`src/rtl/radix4_div_pkg.sv`:
```
package radix4_div_pkg;

  // fraction bits kept by the digit estimate, and the estimate width
  localparam int unsigned EST_FRAC = 5;
  localparam int unsigned EST_W    = EST_FRAC + 3;

  // signed quotient digit, legal values -2..+2
  typedef logic signed [2:0] digit_t;

  typedef enum logic [1:0] {
    ST_IDLE = 2'd0,
    ST_RUN  = 2'd1,
    ST_FIN  = 2'd2
  } div_state_e;

endpackage

```
`src/rtl/r4_digit_sel.sv`:
```
module r4_digit_sel
  import radix4_div_pkg::*;
(
  input  logic signed [EST_W-1:0]    est,
  input  logic        [EST_FRAC-1:0] dtop,
  output digit_t                     dig
);

  // compare 2*est against +-1 and +-3 times the truncated divisor
  localparam int CW = EST_W + 2;

  logic signed [CW-1:0] e2;
  logic signed [CW-1:0] dx1;
  logic signed [CW-1:0] dx3;
  logic signed [CW-1:0] t_p2, t_p1, t_z, t_m1;

  always_comb begin
    e2   = {{(CW-EST_W-1){est[EST_W-1]}}, est, 1'b0};
    dx1  = {{(CW-EST_FRAC){1'b0}}, dtop};
    dx3  = dx1 + {dx1[CW-2:0], 1'b0};
    t_p2 = e2 - dx3;
    t_p1 = e2 - dx1;
    t_z  = e2 + dx1;
    t_m1 = e2 + dx3;
    if (!t_p2[CW-1])      dig = 3'b010;
    else if (!t_p1[CW-1]) dig = 3'b001;
    else if (!t_z[CW-1])  dig = 3'b000;
    else if (!t_m1[CW-1]) dig = 3'b111;
    else                  dig = 3'b110;
  end

endmodule

```
`src/rtl/r4_rem_step.sv`:
```
module r4_rem_step
  import radix4_div_pkg::*;
#(
  parameter int W = 16
) (
  input  logic signed [W+5:0]     rem,
  input  logic        [W-1:0]     dvs,
  input  digit_t                  dig,
  output logic signed [EST_W-1:0] est,
  output logic signed [W+5:0]     rem_nxt
);

  localparam int RW = W + 6;

  logic signed [RW-1:0] ws;
  logic signed [RW-1:0] dm1;
  logic signed [RW-1:0] dm2;
  logic signed [RW-1:0] cand [5];

  // remainder is kept in units of 2^-(W+2), so the divisor is scaled by 4
  assign ws  = rem <<< 2;
  assign dm1 = {{(RW-W-2){1'b0}}, dvs, 2'b00};
  assign dm2 = dm1 <<< 1;

  // top bits of 4r, truncated to EST_FRAC fraction bits
  assign est = ws[W+4 -: EST_W];

  // all five candidate remainders built in parallel with digit selection
  for (genvar k = 0; k < 5; k++) begin : g_cand
    localparam int SD = k - 2;
    if (SD == 0) begin : g_zero
      assign cand[k] = ws;
    end else if (SD == 1) begin : g_p1
      assign cand[k] = ws - dm1;
    end else if (SD == 2) begin : g_p2
      assign cand[k] = ws - dm2;
    end else if (SD == -1) begin : g_m1
      assign cand[k] = ws + dm1;
    end else begin : g_m2
      assign cand[k] = ws + dm2;
    end
  end

  always_comb begin
    case (dig)
      3'b010:  rem_nxt = cand[4];
      3'b001:  rem_nxt = cand[3];
      3'b111:  rem_nxt = cand[1];
      3'b110:  rem_nxt = cand[0];
      default: rem_nxt = cand[2];
    endcase
  end

endmodule

```
`src/rtl/r4_qacc.sv`:
```
module r4_qacc
  import radix4_div_pkg::*;
#(
  parameter int W = 16
) (
  input  logic         clk,
  input  logic         rst_n,
  input  logic         clr,
  input  logic         en,
  input  digit_t       dig,
  output logic [W-1:0] qp,
  output logic [W-1:0] qn
);

  logic [W-1:0] qp_d, qn_d;
  logic [1:0]   pos_bits, neg_bits;
  logic [2:0]   negd;
  logic         upd;

  always_comb begin
    negd     = 3'b000 - dig;
    pos_bits = dig[2] ? 2'b00 : dig[1:0];
    neg_bits = dig[2] ? negd[1:0] : 2'b00;
    upd      = clr | en;
    if (clr) begin
      qp_d = '0;
      qn_d = '0;
    end else begin
      qp_d = {qp[W-3:0], pos_bits};
      qn_d = {qn[W-3:0], neg_bits};
    end
  end

  always_ff @(posedge clk or negedge rst_n) begin
    if (!rst_n) begin
      qp <= '0;
      qn <= '0;
    end else if (upd) begin
      qp <= qp_d;
      qn <= qn_d;
    end
  end

endmodule

```
`src/rtl/radix4_divider.sv`:
```
module radix4_divider
  import radix4_div_pkg::*;
#(
  parameter int W = 16
) (
  input  logic         clk,
  input  logic         rst_n,
  input  logic         start,
  input  logic [W-1:0] dividend,
  input  logic [W-1:0] divisor,
  output logic         ready,
  output logic         done,
  output logic [W-1:0] quotient,
  output logic [W-1:0] remainder
);

  localparam int K  = W / 2;
  localparam int RW = W + 6;
  localparam int CW = (K > 1) ? $clog2(K) : 1;

  // reset synchronizer: asserted at once, released on the clock
  logic [1:0] rs_q;
  logic       rst_i_n;

  always_ff @(posedge clk or negedge rst_n) begin
    if (!rst_n) rs_q <= 2'b00;
    else        rs_q <= {rs_q[0], 1'b1};
  end
  assign rst_i_n = rs_q[1];

  div_state_e           state_q, state_d;
  logic [CW-1:0]        cnt_q, cnt_d;
  logic signed [RW-1:0] rem_q, rem_d;
  logic [W-1:0]         dvs_q, dvs_d;
  logic [W-1:0]         quo_q, quo_d;
  logic [W-1:0]         rmd_q, rmd_d;
  logic                 done_q, done_d;
  logic                 rem_en, dvs_en, out_en, q_clr, q_en;

  logic signed [EST_W-1:0] est;
  logic signed [RW-1:0]    rem_step;
  digit_t                  dig;
  logic [W-1:0]            qp, qn, qdiff;
  logic signed [RW-1:0]    rem_fix;

  r4_rem_step #(.W(W)) u_step (
    .rem     (rem_q),
    .dvs     (dvs_q),
    .dig     (dig),
    .est     (est),
    .rem_nxt (rem_step)
  );

  r4_digit_sel u_sel (
    .est  (est),
    .dtop (dvs_q[W-1 -: EST_FRAC]),
    .dig  (dig)
  );

  r4_qacc #(.W(W)) u_qacc (
    .clk   (clk),
    .rst_n (rst_i_n),
    .clr   (q_clr),
    .en    (q_en),
    .dig   (dig),
    .qp    (qp),
    .qn    (qn)
  );

  // next-state logic
  always_comb begin
    state_d = state_q;
    cnt_d   = cnt_q;
    rem_d   = rem_q;
    dvs_d   = dvs_q;
    quo_d   = quo_q;
    rmd_d   = rmd_q;
    done_d  = 1'b0;
    rem_en  = 1'b0;
    dvs_en  = 1'b0;
    out_en  = 1'b0;
    q_clr   = 1'b0;
    q_en    = 1'b0;
    qdiff   = qp - qn;
    rem_fix = rem_q;
    case (state_q)
      ST_IDLE: begin
        if (start) begin
          state_d = ST_RUN;
          cnt_d   = '0;
          rem_d   = {{(RW-W){1'b0}}, dividend};
          dvs_d   = divisor;
          rem_en  = 1'b1;
          dvs_en  = 1'b1;
          q_clr   = 1'b1;
        end
      end
      ST_RUN: begin
        rem_d  = rem_step;
        rem_en = 1'b1;
        q_en   = 1'b1;
        cnt_d  = cnt_q + 1'b1;
        if (cnt_q == CW'(K-1)) state_d = ST_FIN;
      end
      ST_FIN: begin
        if (rem_q[RW-1]) begin
          rem_fix = rem_q + {{(RW-W-2){1'b0}}, dvs_q, 2'b00};
          quo_d   = qdiff - 1'b1;
        end else begin
          quo_d   = qdiff;
        end
        rmd_d   = rem_fix[W+1:2];
        out_en  = 1'b1;
        done_d  = 1'b1;
        state_d = ST_IDLE;
      end
      default: state_d = ST_IDLE;
    endcase
  end

  // registers
  always_ff @(posedge clk or negedge rst_i_n) begin
    if (!rst_i_n) begin
      state_q <= ST_IDLE;
      cnt_q   <= '0;
      done_q  <= 1'b0;
    end else begin
      state_q <= state_d;
      cnt_q   <= cnt_d;
      done_q  <= done_d;
    end
  end

  always_ff @(posedge clk or negedge rst_i_n) begin
    if (!rst_i_n) begin
      rem_q <= '0;
      dvs_q <= '0;
    end else begin
      if (rem_en) rem_q <= rem_d;
      if (dvs_en) dvs_q <= dvs_d;
    end
  end

  always_ff @(posedge clk or negedge rst_i_n) begin
    if (!rst_i_n) begin
      quo_q <= '0;
      rmd_q <= '0;
    end else if (out_en) begin
      quo_q <= quo_d;
      rmd_q <= rmd_d;
    end
  end

  assign ready     = (state_q == ST_IDLE);
  assign done      = done_q;
  assign quotient  = quo_q;
  assign remainder = rmd_q;

  // checks
  logic [RW-1:0] rem_abs;
  logic [RW+1:0] bound_lhs, bound_rhs;
  assign rem_abs   = rem_q[RW-1] ? unsigned'(-rem_q) : unsigned'(rem_q);
  assign bound_lhs = {2'b00, rem_abs} + {1'b0, rem_abs, 1'b0};
  assign bound_rhs = {{(RW+2-W-3){1'b0}}, dvs_q, 3'b000};

  a_r2_accept_drops_ready: assert property (@(posedge clk) disable iff (!rst_i_n)
    (start && ready) |=> !ready);

  a_r3_done_single_pulse: assert property (@(posedge clk) disable iff (!rst_i_n)
    done |=> !done);

  a_r3_ready_with_done: assert property (@(posedge clk) disable iff (!rst_i_n)
    done |-> ready);

  a_r5_rem_below_divisor: assert property (@(posedge clk) disable iff (!rst_i_n)
    done |-> (remainder < dvs_q));

  a_r6_digit_range: assert property (@(posedge clk) disable iff (!rst_i_n)
    (state_q == ST_RUN) |-> (dig != 3'b011 && dig != 3'b100 && dig != 3'b101));

  a_r6_rem_bound: assert property (@(posedge clk) disable iff (!rst_i_n)
    (state_q != ST_IDLE) |-> (bound_lhs <= bound_rhs));

  a_r8_hold_outputs: assert property (@(posedge clk) disable iff (!rst_i_n)
    (state_q != ST_FIN) |=> ($stable(quotient) && $stable(remainder)));

endmodule

```
`config.mk`:
```
export PLATFORM = sky130hd
export DESIGN_NAME = radix4_divider
export DESIGN_NICKNAME = d
export VERILOG_FILES = /design/src/rtl/radix4_div_pkg.sv /design/src/rtl/r4_digit_sel.sv /design/src/rtl/r4_rem_step.sv /design/src/rtl/r4_qacc.sv /design/src/rtl/radix4_divider.sv
export SDC_FILE = /design/constraint.sdc
export NUM_CORES = 1
export LEC_CHECK = 0
export BUFFER_PORTS_ARGS = -buffer_cell sky130_fd_sc_hd__buf_2
export CELL_PAD_IN_SITES_DETAIL_PLACEMENT = 1
export CELL_PAD_IN_SITES_GLOBAL_PLACEMENT = 1
export CORE_MARGIN = 5
export CORE_UTILIZATION = 40
export CTS_BUF_LIST = sky130_fd_sc_hd__clkbuf_4 sky130_fd_sc_hd__clkbuf_8 sky130_fd_sc_hd__clkbuf_16
export DETAILED_ROUTE_END_ITERATION = 8
export PLACE_DENSITY_LB_ADDON = 0.1
export SYNTH_ARGS = -nofsm -noshare
export SYNTH_HDL_FRONTEND = slang
export SYNTH_HIERARCHICAL = 1
export SYNTH_SLANG_ARGS = --single-unit
```
`constraint.sdc`:
```
create_clock -name clk -period 5.7 [get_ports clk]
set_input_delay 0.57 -clock clk [delete_from_list [all_inputs] [get_ports clk]]
set_output_delay 0.57 -clock clk [all_outputs]
set_load 0.05 [all_outputs]
```
Yosys cells after proc, flatten, opt, wreduce, memory -nomap -nowiden
Index checks and enable logic that the tools add are counted.

Bits in registers: 110.

Add/subtract/negate cells: 14. Eq/ne operators: 9. Mux-type cells: 23. Bitwise gates (word level): 1. Reductions and logical operators: 7.

Operators by type and width (number): $pmux W22 S4 (1); $mux W16 (3); $pmux W22 S2 (1); $add A22 B19 Y22 (1); $add A22 B20 Y22 (1); $mux W22 (1); $sub A22 B19 Y22 (1); $sub A22 B20 Y22 (1); $add A18 B18 Y18 (1); $mux W18 (1); $sub A16 B1 Y16 const B (1); $sub A16 B16 Y16 (1); $mux W3 (4); $add A9 B6 Y10 (1); $add A9 B8 Y10 (1); $sub A9 B6 Y10 (1); $sub A9 B8 Y10 (1); $eq A3 B3 Y1 const B (3); $mux W2 (4); $add A5 B6 Y7 (1); $pmux W3 S2 (1); $reduce_and A2 Y1 (3); $reduce_and A3 Y1 (2); $mux W1 (5); other kinds (12) (13).

Logic depth before layout (Yosys ltp)
Depth in word-level cells: 9. Mapped depth: 28. Gate-level depth less buffers: 27.

By module
Netlist, hierarchy kept.

Modules (own cells, without submodules): radix4_divider (instances 1, cells each 579, area each 4855.9 um^2, sequential area each 1951.9 um^2); r4_rem_step (instances 1, cells each 444, area each 3061.7 um^2, sequential area each 0.0 um^2); r4_qacc (instances 1, cells each 109, area each 1382.6 um^2, sequential area each 800.8 um^2); r4_digit_sel (instances 1, cells each 83, area each 681.9 um^2, sequential area each 0.0 um^2).

Worst setup path before layout
OpenSTA, ideal clock, no wires.

Kind: flip-flop to flip-flop. Start point: register dvs_q[12]. End point: register rem_q[14]. Setup time: 141 ps. Arrival time: 5574 ps. Required time: 5559 ps. Path slack: -15 ps. Cell stages (with the launch flop): 27. Clock period less this slack: 5715 ps. Cells stage by stage: dfrtp_1 ha_1 inv_1 fa_1 nand2b_1 a21oi_1 nor2_1 xnor2_1 ha_1 nor2_1 a211o_1 o211ai_2 o32ai_1 and3_1 clkbuf_1 nor2_1 xor2_1 ha_1 o211ai_1 a21oi_1 o41a_1 a21o_1 or2_0 a32oi_1 o21ai_0 nor2_1 a31oi_1.

Longest elaborated chain between the ends: 9.

RTL lines: start: declaration (line radix4_divider.sv:34) `logic [W-1:0] dvs_q, dvs_d;`; start signal: assignment (line radix4_divider.sv:140) `if (dvs_en) dvs_q <= dvs_d;`; $add A5 B6 Y7 (line r4_digit_sel.sv:20) `dx3 = dx1 + {dx1[CW-2:0], 1'b0};`; $add A9 B8 Y10 (line r4_digit_sel.sv:24) `t_m1 = e2 + dx3;`; $mux W1 (line r4_digit_sel.sv:28) `else if (!t_m1[CW-1]) dig = 3'b111;`; $mux W3 (line r4_digit_sel.sv:27) `else if (!t_z[CW-1]) dig = 3'b000;`; $mux W3 (line r4_digit_sel.sv:26) `else if (!t_p1[CW-1]) dig = 3'b001;`; $mux W3 * (line r4_digit_sel.sv:25) `if (!t_p2[CW-1]) dig = 3'b010;`; via dig[0] (line radix4_divider.sv:42) `digit_t dig;`; $eq A3 B3 Y1, or another cell as far along (line r4_rem_step.sv:45) `case (dig)`; $pmux W22 S4 * (line r4_rem_step.sv:45); via rem_step[14] (line radix4_divider.sv:41) `logic signed [RW-1:0] rem_step;`; $pmux W22 S2 * (line radix4_divider.sv:86) `case (state_q)`; end signal: assignment (line radix4_divider.sv:139) `if (rem_en) rem_q <= rem_d;`; end: declaration (line radix4_divider.sv:33) `logic signed [RW-1:0] rem_q, rem_d;`.

The timed path passes the listed nets; every way through them passes the cells marked *. A chain may end at the register's enable or synchronous reset.

Final worst setup path
Start point: register dvs_q[12]. End point: register rem_q[21].

RTL lines (line): branches (longest 3 deep; another with $sub A9 B8 Y10); $mux W3 * (r4_digit_sel.sv:25); via dig[1] (radix4_divider.sv:42); $eq A3 B3 Y1, or another cell as far along (r4_rem_step.sv:45); $pmux W22 S4 * (r4_rem_step.sv:45); via rem_step[21] (radix4_divider.sv:41); $pmux W22 S2 * (radix4_divider.sv:86).

Mark *: on every way through the listed nets, which the timed path passes.

==> flow_summary.yaml <==
global_route:
  grt_pass1_wl_um: 49300
  grt_pass1_vias: 9046
  grt_max_degree: 76
  track_usage: 0.218
  antenna_found_initial: 0
  grt_overflow: 0
floorplanning:
  io_pins: 69
  core_area_um2: 24200
  start_util: 0.405
  fp.dieH_um: 167
  fp-row-count: 57
  die_x_um: 167
  dieArea_um2: 27800
finish:
  num_antenna_cells: 0
  final_cells: 1582
  nets: 1392
  final_util: 0.453
  area_growth_pct: 12.0
  drive_gt1_frac: 0.149
  final_area_um2: 11000
  n_fill_cell: 2969
sta:
  slew_headroom: 0.303
  finalHoldViolCount: 0
  worst_pin_slew_ps: 1040
  slew_violations: 0
  finalSetupViolCount: 0
  min_period_ps: 5460
  fin_ws_ps: 237
  clock_skew_ps: 21.2
  fin_crit_sh: 0.958
  fmax_mhz: 183
setup_path:
  worst_path_max_delay_cell: "or4b_4"
  crit_top_cell: "ha_1"
  timing.rr.start: "dvs_q[12]"
  cp_data_arrival_time_ps: 5670
  crit_required_ps: 5910
  worst-setup-path-type: "flip-flop to flip-flop"
  crit_start: "dvs_q[12]"
  end_kind: "flip-flop"
  critPathTopFamily: "simple AND/OR/NAND/NOR gates"
  crit_buf_inv: 1
  cp-start-kind: "flip-flop"
  crit_path_max_incr_delay_ps: 470
  cp_max_fo: 6
route:
  drc_errors: 0
  drt-pass1-iter-count: 7
  via_per_inst: 5.55
  wirelength_um: 30500
  wl_per_cell_um: 19.3
  detail-route-antenna-nets: 0
  dr.first_iter.drc_count: 401
  vias: 8783
place:
  place_inst: 1559
  portBuffers: 68
  dp_hpwl_um: 23200
  dp_slack_ps: -71.5
  place_area_um2: 10500
  gp_congestion: 0.907
min_path:
  holdCritStartpoint: "rs_q[0]"
  hold_path.class: "flip-flop to flip-flop"
clock_tree:
  cts.sinks: 109
  cts_buffer_depth: 2
  cts_inserted_buffers: 9
  cts_root_buf: "clkbuf_16"
  cts_tree: "built"
  clk_latency_ps: 360
  clk_pin_slew_ps: 80
  cts_htree_levels: 3
run_status:
  status: "finished, final reports clean"
run:
  cap_viol_max_count: 0
logic_synthesis:
  synth_cells: 1191
  syn_avg_cell_area_um2: 8.24
  yosysWarnings: 6
  synthesis.area_um2: 9810
## flip-flops by register name, indices dropped and copies added, names as in the netlist
signal	cells
cnt_q	3
remainder	16
rs_q	2
u_qacc/qn	16
done	1
dvs_q	16
quotient	16
rem_q	21
state_q	2
u_qacc/qp	16
## routing by layer
metal | part of all wire | up-vias | global-route usage
met3 | 0.031 | 15 | 0.0244
met4 | 0.014 | 0 | 0.0480
met2 | 0.45 | 131 | 0.352
li1 | - | 4258 | -
met5 | 0 | - | 0
met1 | 0.50 | 4379 | 0.315
## worst register-to-register path, stage by stage, from the launching register on
cell and delay [ps]:
dfrtp_1 390, ha_1 180, inv_1 50, fa_1 390
nand2b_1 160, a21oi_1 150, nor2_1 90, xnor2_1 130
ha_1 290, or4b_4 470, o211ai_2 190, a21bo_1 190
nor2b_4 190, and2_4 190, nor2_1 60, xor2_1 150
ha_1 360, nor2b_2 200, o31ai_4 340, a21o_1 180
a211oi_2 70, o32ai_2 300, mux2i_1 220, nand4_1 160
nand2_1 110, o31ai_1 80
## through the flow
stage	TNS, ps	hold slack (ps)
6_report	0	359
2_1_floorplan	0	274
3_5_place_dp	-116	342
5_1_grt	-1.72	362
4_1_cts	0	362
3_3_place_gp	0	340
## cell usage in the layout, fill, tap and decap left out, types with 6 or more instances in the layout
cell	count
nand2_1	177
inv_1	58
xnor2_1	56
o211ai_1	8
dfrtp_1	108
o21a_1	16
nand3_1	15
nand3b_1	7
a21oi_1	69
o21ai_1	9
a21o_1	21
mux2i_1	39
and3_1	7
buf_2	68
clkbuf_16	9
buf_4	40
nor2b_1	8
a21oi_2	8
o21ai_0	66
a31oi_1	29
nor2_1	114
nand2b_1	18
ha_1	98
xor2_1	43
nor3_1	10
nand4_1	6
## layout make-up
type / count / area, um2 / area share
well taps: 324 / 405 / 0.0369
repair buffers: 110 / 662 / 0.0602
clock inverters: 6 / 77.6 / 0.00706
multi-input cells: 963 / 6660 / 0.606
flip-flops and latches: 109 / 2730 / 0.248
clock buffers: 10 / 233 / 0.0212
inverters: 60 / 225 / 0.0205
## timing repair
action                                  4_1_cts  5_1_grt
resized for setup                             3       25
endpoints found under the setup margin        3       13
pin swaps                                     0        7
hold buffers                                  1        0
setup buffers                                 0        6
hold endpoints to repair                      2        0
## final timing paths
path	endpoint	slack, ps	cells after the start
setup reg to reg	rem_q[21]	240	25
hold reg to reg	rs_q[1]	360	0
hold / removal	rs_q[1]	360	0
max in group asynchronous	rem_q[13]	4130	1
setup / recovery	rem_q[21]	240	25
min in group asynchronous	remainder[1]	500	0
Power is left out: the tool's default activity adds up to more than one toggle a clock period on the data nets, which glitch-free logic cannot reach.
